### src/rtl/amw_pkg.sv
package amw_pkg;
    typedef enum logic [2:0] {
        ST_IDLE  = 3'd0,
        ST_START = 3'd1,
        ST_DATA  = 3'd2,
        ST_ADDR  = 3'd3,
        ST_STOP  = 3'd4
    } rx_state_e;
endpackage

### src/rtl/amw_sync.sv
module amw_sync #(
    parameter int STAGES = 2
) (
    input  logic clk,
    input  logic rst_n,
    input  logic d,
    output logic q
);
    logic [STAGES-1:0] stg;

    genvar g;
    generate
        for (g = 0; g < STAGES; g++) begin : g_stage
            if (g == 0) begin : g_first
                always_ff @(posedge clk or negedge rst_n) begin
                    if (!rst_n) stg[0] <= 1'b1;
                    else        stg[0] <= d;
                end
            end else begin : g_rest
                always_ff @(posedge clk or negedge rst_n) begin
                    if (!rst_n) stg[g] <= 1'b1;
                    else        stg[g] <= stg[g-1];
                end
            end
        end
    endgenerate

    assign q = stg[STAGES-1];
endmodule

### src/rtl/amw_framer.sv
module amw_framer
    import amw_pkg::*;
#(
    parameter int OSR = 16,
    parameter int DW  = 8
) (
    input  logic          clk,
    input  logic          rst_n,
    input  logic          tick,
    input  logic          rx,
    output logic [DW:0]   word,
    output logic          addr_hit,
    output logic          frame_done
);
    localparam int CW = $clog2(OSR);
    localparam int BW = $clog2(DW + 1);

    rx_state_e      st_q, st_d;
    logic [CW-1:0]  cnt_q;
    logic [BW-1:0]  bit_q;
    logic [DW:0]    sh_q;
    logic           samp, mid_start;

    assign samp      = tick && (cnt_q == CW'(OSR - 1));
    assign mid_start = tick && (cnt_q == CW'(OSR / 2 - 1));

    always_comb begin
        st_d = st_q;
        unique case (st_q)
            ST_IDLE:  if (tick && !rx) st_d = ST_START;
            ST_START: if (mid_start)   st_d = rx ? ST_IDLE : ST_DATA;
            ST_DATA:  if (samp && (bit_q == BW'(DW - 1))) st_d = ST_ADDR;
            ST_ADDR:  if (samp)        st_d = ST_STOP;
            ST_STOP:  if (samp)        st_d = ST_IDLE;
            default:                   st_d = ST_IDLE;
        endcase
    end

    always_ff @(posedge clk or negedge rst_n) begin
        if (!rst_n) st_q <= ST_IDLE;
        else        st_q <= st_d;
    end

    always_ff @(posedge clk or negedge rst_n) begin
        if (!rst_n) begin
            cnt_q <= '0;
            bit_q <= '0;
            sh_q  <= '0;
        end else begin
            if (st_q == ST_IDLE) begin
                cnt_q <= '0;
                bit_q <= '0;
            end else if (st_q == ST_START) begin
                if (tick) cnt_q <= mid_start ? '0 : cnt_q + 1'b1;
            end else begin
                if (tick) cnt_q <= samp ? '0 : cnt_q + 1'b1;
            end
            if ((st_q == ST_DATA) && samp) bit_q <= bit_q + 1'b1;
            if (samp && ((st_q == ST_DATA) || (st_q == ST_ADDR)))
                sh_q <= {rx, sh_q[DW:1]};
        end
    end

    always_comb begin
        word       = sh_q;
        addr_hit   = (st_q == ST_ADDR) && samp && rx;
        frame_done = (st_q == ST_STOP) && samp;
    end

    // every data bit has been taken before the address bit is sampled
    a_r2_all_bits_in: assert property (@(posedge clk) disable iff (!rst_n)
        (st_q == ST_ADDR) |-> (bit_q == BW'(DW)));

    // the data phase is only entered after a low start sample
    a_r7_start_low: assert property (@(posedge clk) disable iff (!rst_n)
        ((st_q == ST_DATA) && ($past(st_q) == ST_START)) |-> !$past(rx));
endmodule

### src/rtl/amw_wake.sv
module amw_wake (
    input  logic clk,
    input  logic rst_n,
    input  logic set_req,
    input  logic clr_req,
    output logic rwu
);
    always_ff @(posedge clk or negedge rst_n) begin
        if (!rst_n)       rwu <= 1'b0;
        else if (set_req) rwu <= 1'b1;
        else if (clr_req) rwu <= 1'b0;
    end

    a_r6_set_wins: assert property (@(posedge clk) disable iff (!rst_n)
        set_req |=> rwu);

    a_r4_hw_clear: assert property (@(posedge clk) disable iff (!rst_n)
        (clr_req && !set_req) |=> !rwu);
endmodule

### src/rtl/amw_rx.sv
module amw_rx #(
    parameter int OSR       = 16,
    parameter int DW        = 8,
    parameter int SYNC_STGS = 2
) (
    input  logic          clk,
    input  logic          rst_n,
    input  logic          os_tick,
    input  logic          rx_in,
    input  logic          rwu_set,
    output logic          rwu_o,
    output logic          rx_valid,
    output logic [DW-1:0] rx_data,
    output logic          rx_addr
);
    logic          rx_s;
    logic [DW:0]   word;
    logic          addr_hit, frame_done;
    logic          rwu_q;

    amw_sync #(.STAGES(SYNC_STGS)) u_sync (
        .clk(clk), .rst_n(rst_n), .d(rx_in), .q(rx_s)
    );

    amw_framer #(.OSR(OSR), .DW(DW)) u_framer (
        .clk(clk), .rst_n(rst_n), .tick(os_tick), .rx(rx_s),
        .word(word), .addr_hit(addr_hit), .frame_done(frame_done)
    );

    amw_wake u_wake (
        .clk(clk), .rst_n(rst_n), .set_req(rwu_set),
        .clr_req(addr_hit), .rwu(rwu_q)
    );

    always_ff @(posedge clk or negedge rst_n) begin
        if (!rst_n) begin
            rx_valid <= 1'b0;
            rx_data  <= '0;
            rx_addr  <= 1'b0;
        end else begin
            rx_valid <= frame_done && !rwu_q;
            if (frame_done && !rwu_q) begin
                rx_data <= word[DW-1:0];
                rx_addr <= word[DW];
            end
        end
    end

    assign rwu_o = rwu_q;

    // nothing is delivered from a character that ended while asleep
    a_r3_quiet_asleep: assert property (@(posedge clk) disable iff (!rst_n)
        rx_valid |-> !$past(rwu_q));

    // the output register only moves with a delivery
    a_r3_hold_data: assert property (@(posedge clk) disable iff (!rst_n)
        !rx_valid |-> ($stable(rx_data) && $stable(rx_addr)));

    // delivery pulse is one clock wide
    a_r2_one_cycle: assert property (@(posedge clk) disable iff (!rst_n)
        rx_valid |=> !rx_valid);
endmodule

### config.mk
export PLATFORM = sky130hd
export DESIGN_NAME = amw_rx
export DESIGN_NICKNAME = d
export VERILOG_FILES = /design/src/rtl/amw_pkg.sv /design/src/rtl/amw_sync.sv /design/src/rtl/amw_framer.sv /design/src/rtl/amw_wake.sv /design/src/rtl/amw_rx.sv
export SDC_FILE = /design/constraint.sdc
export NUM_CORES = 1
export LEC_CHECK = 0
export ABC_AREA = 1
export BUFFER_PORTS_ARGS = -buffer_cell sky130_fd_sc_hd__buf_4
export CAP_MARGIN = 20
export CORE_UTILIZATION = 51
export CTS_CLUSTER_SIZE = 10
export DETAILED_ROUTE_END_ITERATION = 10
export GPL_ROUTABILITY_DRIVEN = 0
export PLACE_DENSITY_LB_ADDON = 0.12
export SYNTH_ARGS = -nofsm -noshare
export SYNTH_HDL_FRONTEND = slang
export SYNTH_SLANG_ARGS = --single-unit
### constraint.sdc
create_clock -name clk -period 1.2 [get_ports clk]
set_input_delay 0.24 -clock clk [delete_from_list [all_inputs] [get_ports clk]]
set_output_delay 0.24 -clock clk [all_outputs]
set_load 0.02 [all_outputs]
==> results of run 1 <==
[state kept, by name (all words and copies together) (netlist names)]
| signal | flops |
|---|---|
| rx_addr | 1 |
| rx_data | 8 |
| rx_valid | 1 |
| u_framer.bit_q | 4 |
| u_framer.cnt_q | 4 |
| u_framer.st_q | 3 |
| u_framer.word | 9 |
| u_sync.q | 1 |
| u_sync.stg | 1 |
| u_wake.rwu | 1 |
[final cells by class]
class                      count  area share [%]
multi-input combinational    116            37.1
inverter                      25            4.09
sequential                    33            35.2
clock buffer                   5            1.59
clock inverter                 3            2.76
timing repair buffer          47            17.6
tap                           31            1.65
[worst min path at each step]
stage,endpoint,slack [ns],depth (start not counted)
2_1_floorplan,rx_addr,-0.06,0
3_3_place_gp,u_framer.bit_q[2],0.20,1
3_5_place_dp,u_framer.bit_q[1],0.20,1
4_1_cts,u_sync.stg[0],0.007,1
5_1_grt,u_wake.rwu,0.10,3
6_report,u_wake.rwu,0.09,3
[worst min-delay path, stage by stage]
cell and delay, ns:
buf_4 0.07, inv_1 0.03, nand2_1 0.05
[cell usage after synthesis (all sizes together)]
| cell | n | area (um2) |
|---|---|---|
| a21oi | 3 | 15.0 |
| buf | 2 | 22.5 |
| dfrtp | 31 | 776 |
| dfstp | 2 | 52.6 |
| ha | 2 | 25.0 |
| inv | 25 | 93.8 |
| nand2 | 47 | 194 |
| nand3 | 15 | 87.6 |
| nor2 | 14 | 71.3 |
| o21ai | 26 | 205 |
| o31ai | 1 | 7.51 |
| xor2 | 2 | 17.5 |
[metal layers]
metal | vias to the layer above | track usage, % | wire length (um)
li1 | 671 | - | -
met1 | 672 | 29.6 | 1740
met2 | 32 | 38.5 | 1940
met3 | 7 | 4.99 | 132
met4 | 0 | 7.67 | 45
met5 | - | 0 | 0
[timing repair]
item | CTS | global route
setup endpoints to repair | 29 | 30
gates resized for setup | 13 | 47
pin swaps | 7 | 13
setup buffers | 7 | 4
cloned | 3 | 3
hold endpoints to repair | 31 | 1
hold buffers | 1 | 1
[cell families after synthesis]
group,count (synthesis),share of synthesized area [%]
buffers and inverters,27,7.42
DFF,33,52.8
AOI/OAI and AO/OA,30,14.5
xor gates and xnor gates,2,1.12
and+or+nand+nor,76,22.5
adders and majority gates,2,1.60
[through the flow]
stage / setup slack, ns / cell area (um2) / setup TNS, ns / cells
floorplan: -0.126 / 1580 / -2.02 / 170
global placement: -0.162 / 1850 / -3.79 / 233
detailed placement: -0.211 / 1850 / -5.06 / 233
CTS: -0.196 / 2110 / -4.62 / 252
global route: -0.298 / 2350 / -6.40 / 260
finish: -0.228 / 2350 / -4.69 / 260
[where the power goes]
| group | leakage [nW] | switching (mW) | internal, mW |
|---|---|---|---|
| combinational | 0.652 | 0.752 | 0.575 |
| sequential | 0.443 | 0.0723 | 1.19 |
| clock | 0.0552 | 0.371 | 0.645 |
| total | 1.15 | 1.20 | 2.41 |
==> metrics.txt, run 1 <==
Yosys cell types=20; status=finished with violations; commonest non-fill, non-tap cells in the layout=buf_4 (37), dfrtp_1 (30), nand2_1 (26); Post-Synthesis Cell Area=1570 um2; final setup vio count=29; crit path cell chain=nor2_4 > nand2_4 > inv_4 > buf_4 > nand2_1 > nand2_1 > nor2_1 > nand3_1 > nand2_1; Final Total Pwr=3.60 mW; storage element area=830 um2; CTS Buf Count=5; R2R Path Start=u_framer.st_q[0]; layout cells sized above 1=53.3%; synth-to-layout area growth=50.1%; crit path to=u_framer.st_q[0]; Worst Path Buf+Inv=2; crit path launch type=flip-flop; Yosys reg bits=33; clk slew on worst S/H paths=0.10 ns; Top delay family on crit path=simple AND/OR/NAND/NOR gates; crit path kind=reg2reg; # Max-Cap Violations=0; Crit. Startpoint=u_framer.st_q[0]; Routed WL per cell=14.9 um; multi-input combinational cell area=872 um2; total gr overflow=0; critical path fanouts, max=4; peak supply drop=1.38 mV; worst skew pair latency=0.32 ns; routed vias/inst=5.32; 1st-iter DRT viols=61; Final WS setup=-0.228 ns; FMAX=0.700 GHz; Die H=57.4 um; synth warn=0; Die Width=57.4 um; commonest non-fill, non-tap cell in the layout=buf_4; Net count, final=235; Worst-Margin Slew=0.425 ns; Crit path arrival time=1.65 ns; root buffer cell=clkbuf_4; post-layout minimum cycle time=1.43 ns; H-tree depth=2; period utilization=119%; antenna cells=0; Hold Worst Slack=0.0912 ns; antenna violations before repair=0; Worst Setup End Kind=flip-flop; DRC viols=1; Worst path most repeated cell=nand2_1; fin. max-slew vios=0; FP Rows=19; r2r setup slk=-0.23 ns; Initial Utilization=55.4%; drt pass-1 iters=7; Critical Path RT=1.42 ns; Routed WL=3860 um; Syn Nets=177; sequential share of the synthesized area=52.8%; failing checks=DRC, setup timing; Levels on crit path=9; Post-DRT Antenna Nets=0; GRT Overall Usage=23.0%; Clock Skews=0.00370 ns; via count=1382; largest net degree at the start of global routing=34; RSZ-0062 raised after global routing=yes; leakage power=1.15 nW; relative max-transition margin=71.7%; PortBufs=15; Hold Violations, Final=0; die area=3300 um2; pwr/cell area=1530 nW/um2; Core ar.=2830 um2; Synth Instances=170; CTS max path bufs=2; vias in the first global route=1352; I/O pin count=16; slowest CP cell=dfrtp_1; Fill cells=169; CTS tree=yes; Reg2Reg Depth=9; clk sinks=33; max incr delay on CP=0.45 ns; RR Endpoint=u_framer.st_q[0]; hold path startpoint=rwu_set; Avg Inst Size Synth=9.22 um2; first-pass GRT wire length=5800 um; dpl hpwl=2120 um; final core utilization=83.2%; Worst Hold Class=in2reg
Power figures use the tool's default switching activity.
==> run 2, diff against run 1 <==
--- a/config.mk
+++ b/config.mk
@@ -13,6 +13,8 @@
 export DETAILED_ROUTE_END_ITERATION = 10
 export GPL_ROUTABILITY_DRIVEN = 0
 export PLACE_DENSITY_LB_ADDON = 0.12
+export SKIP_LAST_GASP = 1
 export SYNTH_ARGS = -nofsm -noshare
 export SYNTH_HDL_FRONTEND = slang
+export SYNTH_HIERARCHICAL = 1
 export SYNTH_SLANG_ARGS = --single-unit
==> metrics.txt, run 2 <==
status=finished with violations; failing checks=DRC, setup timing; WHS Path Cells=1 (-2); worst skew pair latency=0.31 ns (about the same); 1st-iter DRT viols=42 (-31%); GRT Overall Usage=20.3% (-2.7 points); slowest CP cell=dfrtp_1; FMAX=0.731 GHz (+4.5%); final setup vio count=29 (unchanged); Critical Path RT=1.42 ns (about the same); RSZ-0062 raised after global routing=yes; Avg Inst Size Synth=9.40 um2 (+1.9%); Fill cells=225 (+33%); max FFs per register=9 (unchanged); critical path fanouts, max=10 (+6); Final WS setup=-0.167 ns (+0.0612 ns); antenna violations before repair=0 (unchanged); CTS tree=yes; Die H=57.5 um (about the same); period utilization=114% (-5.1 points); Worst path most repeated cell=nand2_1; antenna cells=0 (unchanged); die area=3300 um2 (about the same); RR Endpoint=rx_data[1]; Initial Utilization=55.5% (about the same); dpl cell area=1820 um2 (-1.4%); crit path cell chain=ha_2 > nand2_4 > nor2_8 > inv_4 > nor2_4 > buf_12 > nand2_8 > nand2_1 > nand2_1; clk slew on worst S/H paths=0.10 ns (about the same); Routed WL=2880 um (-25%); max incr delay on CP=0.37 ns (-0.08 ns); crit path launch type=flip-flop; worst slack at placement=-0.201 ns (+0.0100 ns); post-layout minimum cycle time=1.37 ns (-0.0612 ns); drt pass-1 iters=7 (unchanged); FP Rows=19 (unchanged); Yosys cell types=26 (+30%); pwr/cell area=1470 nW/um2 (-4.2%); number of flops mapped to enable cells by yosys=0 (unchanged); leakage power=1.07 nW (-7.1%); top post-synthesis cells by count=nand2_1 (38), dfrtp_1 (31), nand3_1 (22), inv_1 (18), nor2_1 (10); first-pass GRT wire length=5110 um (-12%); CTS max path bufs=2 (unchanged); Worst Path Buf+Inv=2 (unchanged); layout cells sized above 1=37.4% (-16 points); Synth Instances=167 (-1.8%); commonest non-fill, non-tap cell in the layout=nand2_1; synth top area cells=dfrtp_1 (49%), nand2_1 (9.1%), nand3_1 (7.0%); placed instance count=224 (-3.9%); commonest non-fill, non-tap cells in the layout=nand2_1 (35), buf_4 (30), dfrtp_1 (30); root buffer cell=clkbuf_4; Core ar.=2830 um2 (unchanged); I/O pin count=16 (unchanged); DRC viols=1 (unchanged); Routed WL per cell=12.2 um (-18%); CTS Buf Count=5 (unchanged); area leader, netlist=dfrtp_1; Yosys reg bits=33 (unchanged); fin. max-slew vios=0 (unchanged); Crit path arrival time=1.58 ns (-0.07 ns); sequential share of the synthesized area=52.8% (about the same); most common cell in the netlist=nand2_1; ys flop type=dfrtp_1; synth warn=6 (+6); r2r setup slk=-0.17 ns (+0.06 ns); peak supply drop=1.06 mV (-23%); dpl hpwl=2040 um (-3.4%); Crit. Startpoint=u_framer/cnt_q[1]; vias in the first global route=1149 (-15%); Clock Skews=0.00536 ns (+0.00166 ns); PortBufs=15 (unchanged); final instance area=1980 um2 (-16%); routed vias/inst=5.00 (-5.9%); Hold Violations, Final=0 (unchanged); Top delay family on crit path=simple AND/OR/NAND/NOR gates; Post-Synthesis Cell Area=1570 um2 (about the same); relative max-transition margin=73.1% (+1.5 points); synth-to-layout area growth=26.2%; crit path kind=reg2reg; Worst Hold Class=in2reg; H-tree depth=2 (unchanged); Worst Setup End Kind=flip-flop; Net count, final=212 (-9.8%); hold path startpoint=rx_in; Reg2Reg Depth=9 (unchanged); Synth top area share=49.4% (about the same); total gr overflow=0 (unchanged); Hold Crit Endpoint=u_sync/stg[0]; Syn Nets=174 (-1.7%); # Max-Cap Violations=0 (unchanged); final instance count without filler cells=237 (-8.8%); Post-DRT Antenna Nets=0 (unchanged); Die Width=57.5 um (about the same); Worst-Margin Slew=0.403 ns (-0.0220 ns); FFs w/ async S/R, synth=100% (unchanged); largest net degree at the start of global routing=34 (unchanged); clk sinks=33 (unchanged); R2R Path Start=u_framer/cnt_q[1]; via count=1186 (-14%)
[run 2: worst max path at each step]
stage                      end  slack (ns)  cells past startpoint
floorplan              rx_addr       -0.12                      9
global placement    rx_data[1]       -0.15                      9
detailed placement  rx_data[5]       -0.20                      9
CTS                 rx_data[5]       -0.16                      9
global route        rx_data[1]       -0.27                      9
finish              rx_data[1]       -0.17                      9
[run 2: through the flow]
stage | hold WS, ns | total power, mW | utilization (%) | setup TNS, ns
6_report | 0.0301 | 2.90 | 70.0 | -3.06
5_1_grt | -0.00392 | 3.10 | 70.0 | -6.28
4_1_cts | 0.0228 | 2.90 | 69.2 | -2.55
3_5_place_dp | 0.206 | 2.00 | 64.4 | -3.34
3_3_place_gp | 0.197 | 1.96 | 64.4 | -2.29
2_1_floorplan | -0.0556 | 1.72 | - | -1.14
[run 2: logic make-up (layout without fill, tap and decap cells)]
| family | Yosys count | in the layout | synth area share, % |
|---|---|---|---|
| AOI/OAI and AO/OA | 19 | 19 | 8.21 |
| xor gates and xnor gates | 3 | 3 | 1.67 |
| adders and majority gates | 2 | 2 | 1.59 |
| buffers and inverters | 22 | 61 | 6.38 |
| DFF | 33 | 33 | 52.8 |
| and+or+nand+nor | 88 | 88 | 29.3 |
[run 2: timing repair]
item / CTS / global route
hold buffers: 1 / 0
pin swaps: 1 / 1
buffers inserted: 2 / 2
resized for setup: 9 / 7
endpoints found under the hold margin: 31 / 0
setup endpoints to repair: 28 / 31
[run 2: area by class of cell]
type,instances,area [um2],area share [%]
flip-flops and latches,33,830,41.9
multi-input cells,112,679,34.3
repair buffers,33,267,13.5
inverters,20,80.1,4.05
clock buffers,7,55.1,2.78
well taps,31,38.8,1.96
clock inverters,1,30.0,1.52
[run 2: report_power, final]
part / switching (mW) / internal (mW) / leakage (nW)
clock: 0.345 / 0.498 / 0.0455
sequential: 0.0519 / 1.18 / 0.422
combinational: 0.488 / 0.339 / 0.601
[run 2: per-layer routing]
metal  part of all wire (%)  vias up  global-route usage (%)
met1                     48      551                    27.3
met3                    3.6        4                    4.99
met2                     47       19                    33.2
li1                       -      612                       -
met5                      0        -                       0
met4                   0.80        0                    4.53
==> run 3, diff against run 2 <==
--- a/config.mk
+++ b/config.mk
@@ -16,5 +16,4 @@
 export SKIP_LAST_GASP = 1
 export SYNTH_ARGS = -nofsm -noshare
 export SYNTH_HDL_FRONTEND = slang
-export SYNTH_HIERARCHICAL = 1
 export SYNTH_SLANG_ARGS = --single-unit
==> metrics.txt, run 3 (synthesis gave the netlist of run 1 again) <==
first-pass GRT wire length=5800 um (+14%); final instance count without filler cells=260 (+9.7%); dpl hpwl=2120 um (+3.5%); Final Total Pwr=3.62 mW (+25%); failing checks=DRC, setup timing; via count=1396 (+18%); Worst Setup End Kind=flip-flop; peak supply drop=1.38 mV (+31%); Fill cells=174 (-23%); period utilization=118% (+4.4 points); 1st-iter DRT viols=63 (+50%); die area=3300 um2 (about the same); FP Rows=19 (unchanged); net load switching power=1.21 mW (+37%); post-layout minimum cycle time=1.42 ns (+0.0529 ns); Logic pwr share=36.9% (+8.4 points); Worst Hold Class=in2reg; FMAX=0.704 GHz (-3.7%); relative max-transition margin=72.0% (-1.1 points); DRC viols=1 (unchanged); # Max-Cap Violations=0 (unchanged); GRT Overall Usage=23.0% (+2.7 points); RSZ-0062 raised after global routing=yes; largest net degree at the start of global routing=34 (unchanged); worst skew pair latency=0.33 ns (+0.02 ns); antenna cells=0 (unchanged); Die Width=57.4 um (about the same); PortBufs=15 (unchanged); clock network fraction of design power=28.2% (-0.8 points); crit path launch type=flip-flop; Routed WL per cell=14.9 um (+22%); Routed WL=3860 um (+34%); final setup vio count=31 (+6.9%); Final WS setup=-0.220 ns (-0.0529 ns); final core utilization=82.9% (+13 points); crit path kind=reg2reg; routed vias/inst=5.37 (+7.3%); Die H=57.4 um (about the same); Core ar.=2830 um2 (unchanged); Seq pwr share=34.9% (-7.6 points); root buffer cell=clkbuf_4; drt pass-1 iters=7 (unchanged); Hold Violations, Final=0 (unchanged); Cell Int Power=2.41 mW (+19%); H-tree depth=2 (unchanged); synth-to-layout area growth=49.6%; clk sinks=33 (unchanged); commonest non-fill, non-tap cells in the layout=buf_4 (39), dfrtp_1 (31), nand2_1 (26); CTS Buf Count=5 (unchanged); Initial Utilization=55.4% (about the same); layout cells sized above 1=52.8% (+15 points); worst slack at placement=-0.211 ns (-0.0100 ns); commonest non-fill, non-tap cell in the layout=buf_4; Net count, final=235 (+11%); pwr/cell area=1540 nW/um2 (+5.2%); Crit path arrival time=1.64 ns (+0.06 ns); CTS tree=yes; Post-DRT Antenna Nets=0 (unchanged); vias in the first global route=1355 (+18%); Net Sw Frac=33.4% (+2.9 points); clk slew on worst S/H paths=0.10 ns (about the same); placed instance count=233 (+4.0%); multi-input combinational cell area=872 um2 (+28%); Worst-Margin Slew=0.420 ns (+0.0167 ns); I/O pin count=16 (unchanged); max FFs per register=9 (unchanged); fin. max-slew vios=0 (unchanged); CTS max path bufs=2 (unchanged); antenna violations before repair=0 (unchanged); Clock Skews=0.00339 ns (-0.00197 ns); status=finished with violations; leakage power=1.15 nW (+7.4%); Critical Path RT=1.42 ns (about the same); total gr overflow=0 (unchanged); critical path fanouts, max=5 (-5); storage element area=828 um2 (-0.15%)
==> run 3: final timing paths <==
check / to / slack [ns] / startpoint / cells past startpoint
hold / removal: u_wake.rwu / 0.09 / rwu_set / 3
min in group asynchronous: u_framer.bit_q[2] / 0.38 / rst_n / 2
max in group asynchronous: u_sync.q / 0.49 / rst_n / 2
setup reg to reg: u_framer.word[4] / -0.22 / u_framer.cnt_q[0] / 7
hold reg to reg: u_sync.q / 0.36 / u_sync.stg[0] / 0
setup / recovery: u_framer.word[4] / -0.22 / u_framer.cnt_q[0] / 7
==> run 3: per-layer routing <==
layer  part of all wire, %  global-route usage (%)
met1                    45                    29.6
met2                    49                    38.5
met3                   4.4                    4.99
met4                   1.3                    7.67
met5                     0                       0
==> run 3: power groups by stage <==
stage | sequential, mW | combinational (mW) | clock [mW]
after floorplan | 1.28 | 0.513 | 0
after global placement | 1.27 | 0.924 | 0
after detailed placement | 1.28 | 0.960 | 0
after CTS | 1.28 | 1.13 | 1.03
after global routing | 1.27 | 1.46 | 1.08
final | 1.26 | 1.34 | 1.02
==> run 3: area by class of cell <==
cell class	instances	share of cell area (%)
Tap cell	31	1.65
Clock buffer	5	1.60
Sequential cell	33	35.3
Inverter	25	4.11
Multi-Input combinational cell	116	37.2
Clock inverter	3	2.77
Timing Repair Buffer	47	17.3
==> run 3: what timing repair did <==
item,in CTS,in global routing
pin swaps,7,13
endpoints found under the setup margin,29,30
resized for setup,13,44
gates cloned,3,3
hold buffers,1,1
buffers inserted,7,4
endpoints found under the hold margin,31,1
==> run 3: metrics by stage <==
| step | area (um2) | hold WS, ns | setup TNS, ns |
|---|---|---|---|
| floorplan | 1580 | -0.0556 | -2.02 |
| global placement | 1850 | 0.201 | -3.79 |
| detailed placement | 1850 | 0.205 | -5.06 |
| CTS | 2110 | 0.00742 | -4.62 |
| global route | 2340 | 0.102 | -6.39 |
| finish | 2340 | 0.0851 | -4.86 |
==> run 3: worst max-delay path, cell delays in order (launching register included) <==
cell     delay (ns)
dfrtp_1        0.41
ha_4           0.17
nand3_4        0.14
nor2_8         0.20
buf_12         0.15
o21ai_4        0.09
nand2_1        0.09
o21ai_2        0.05
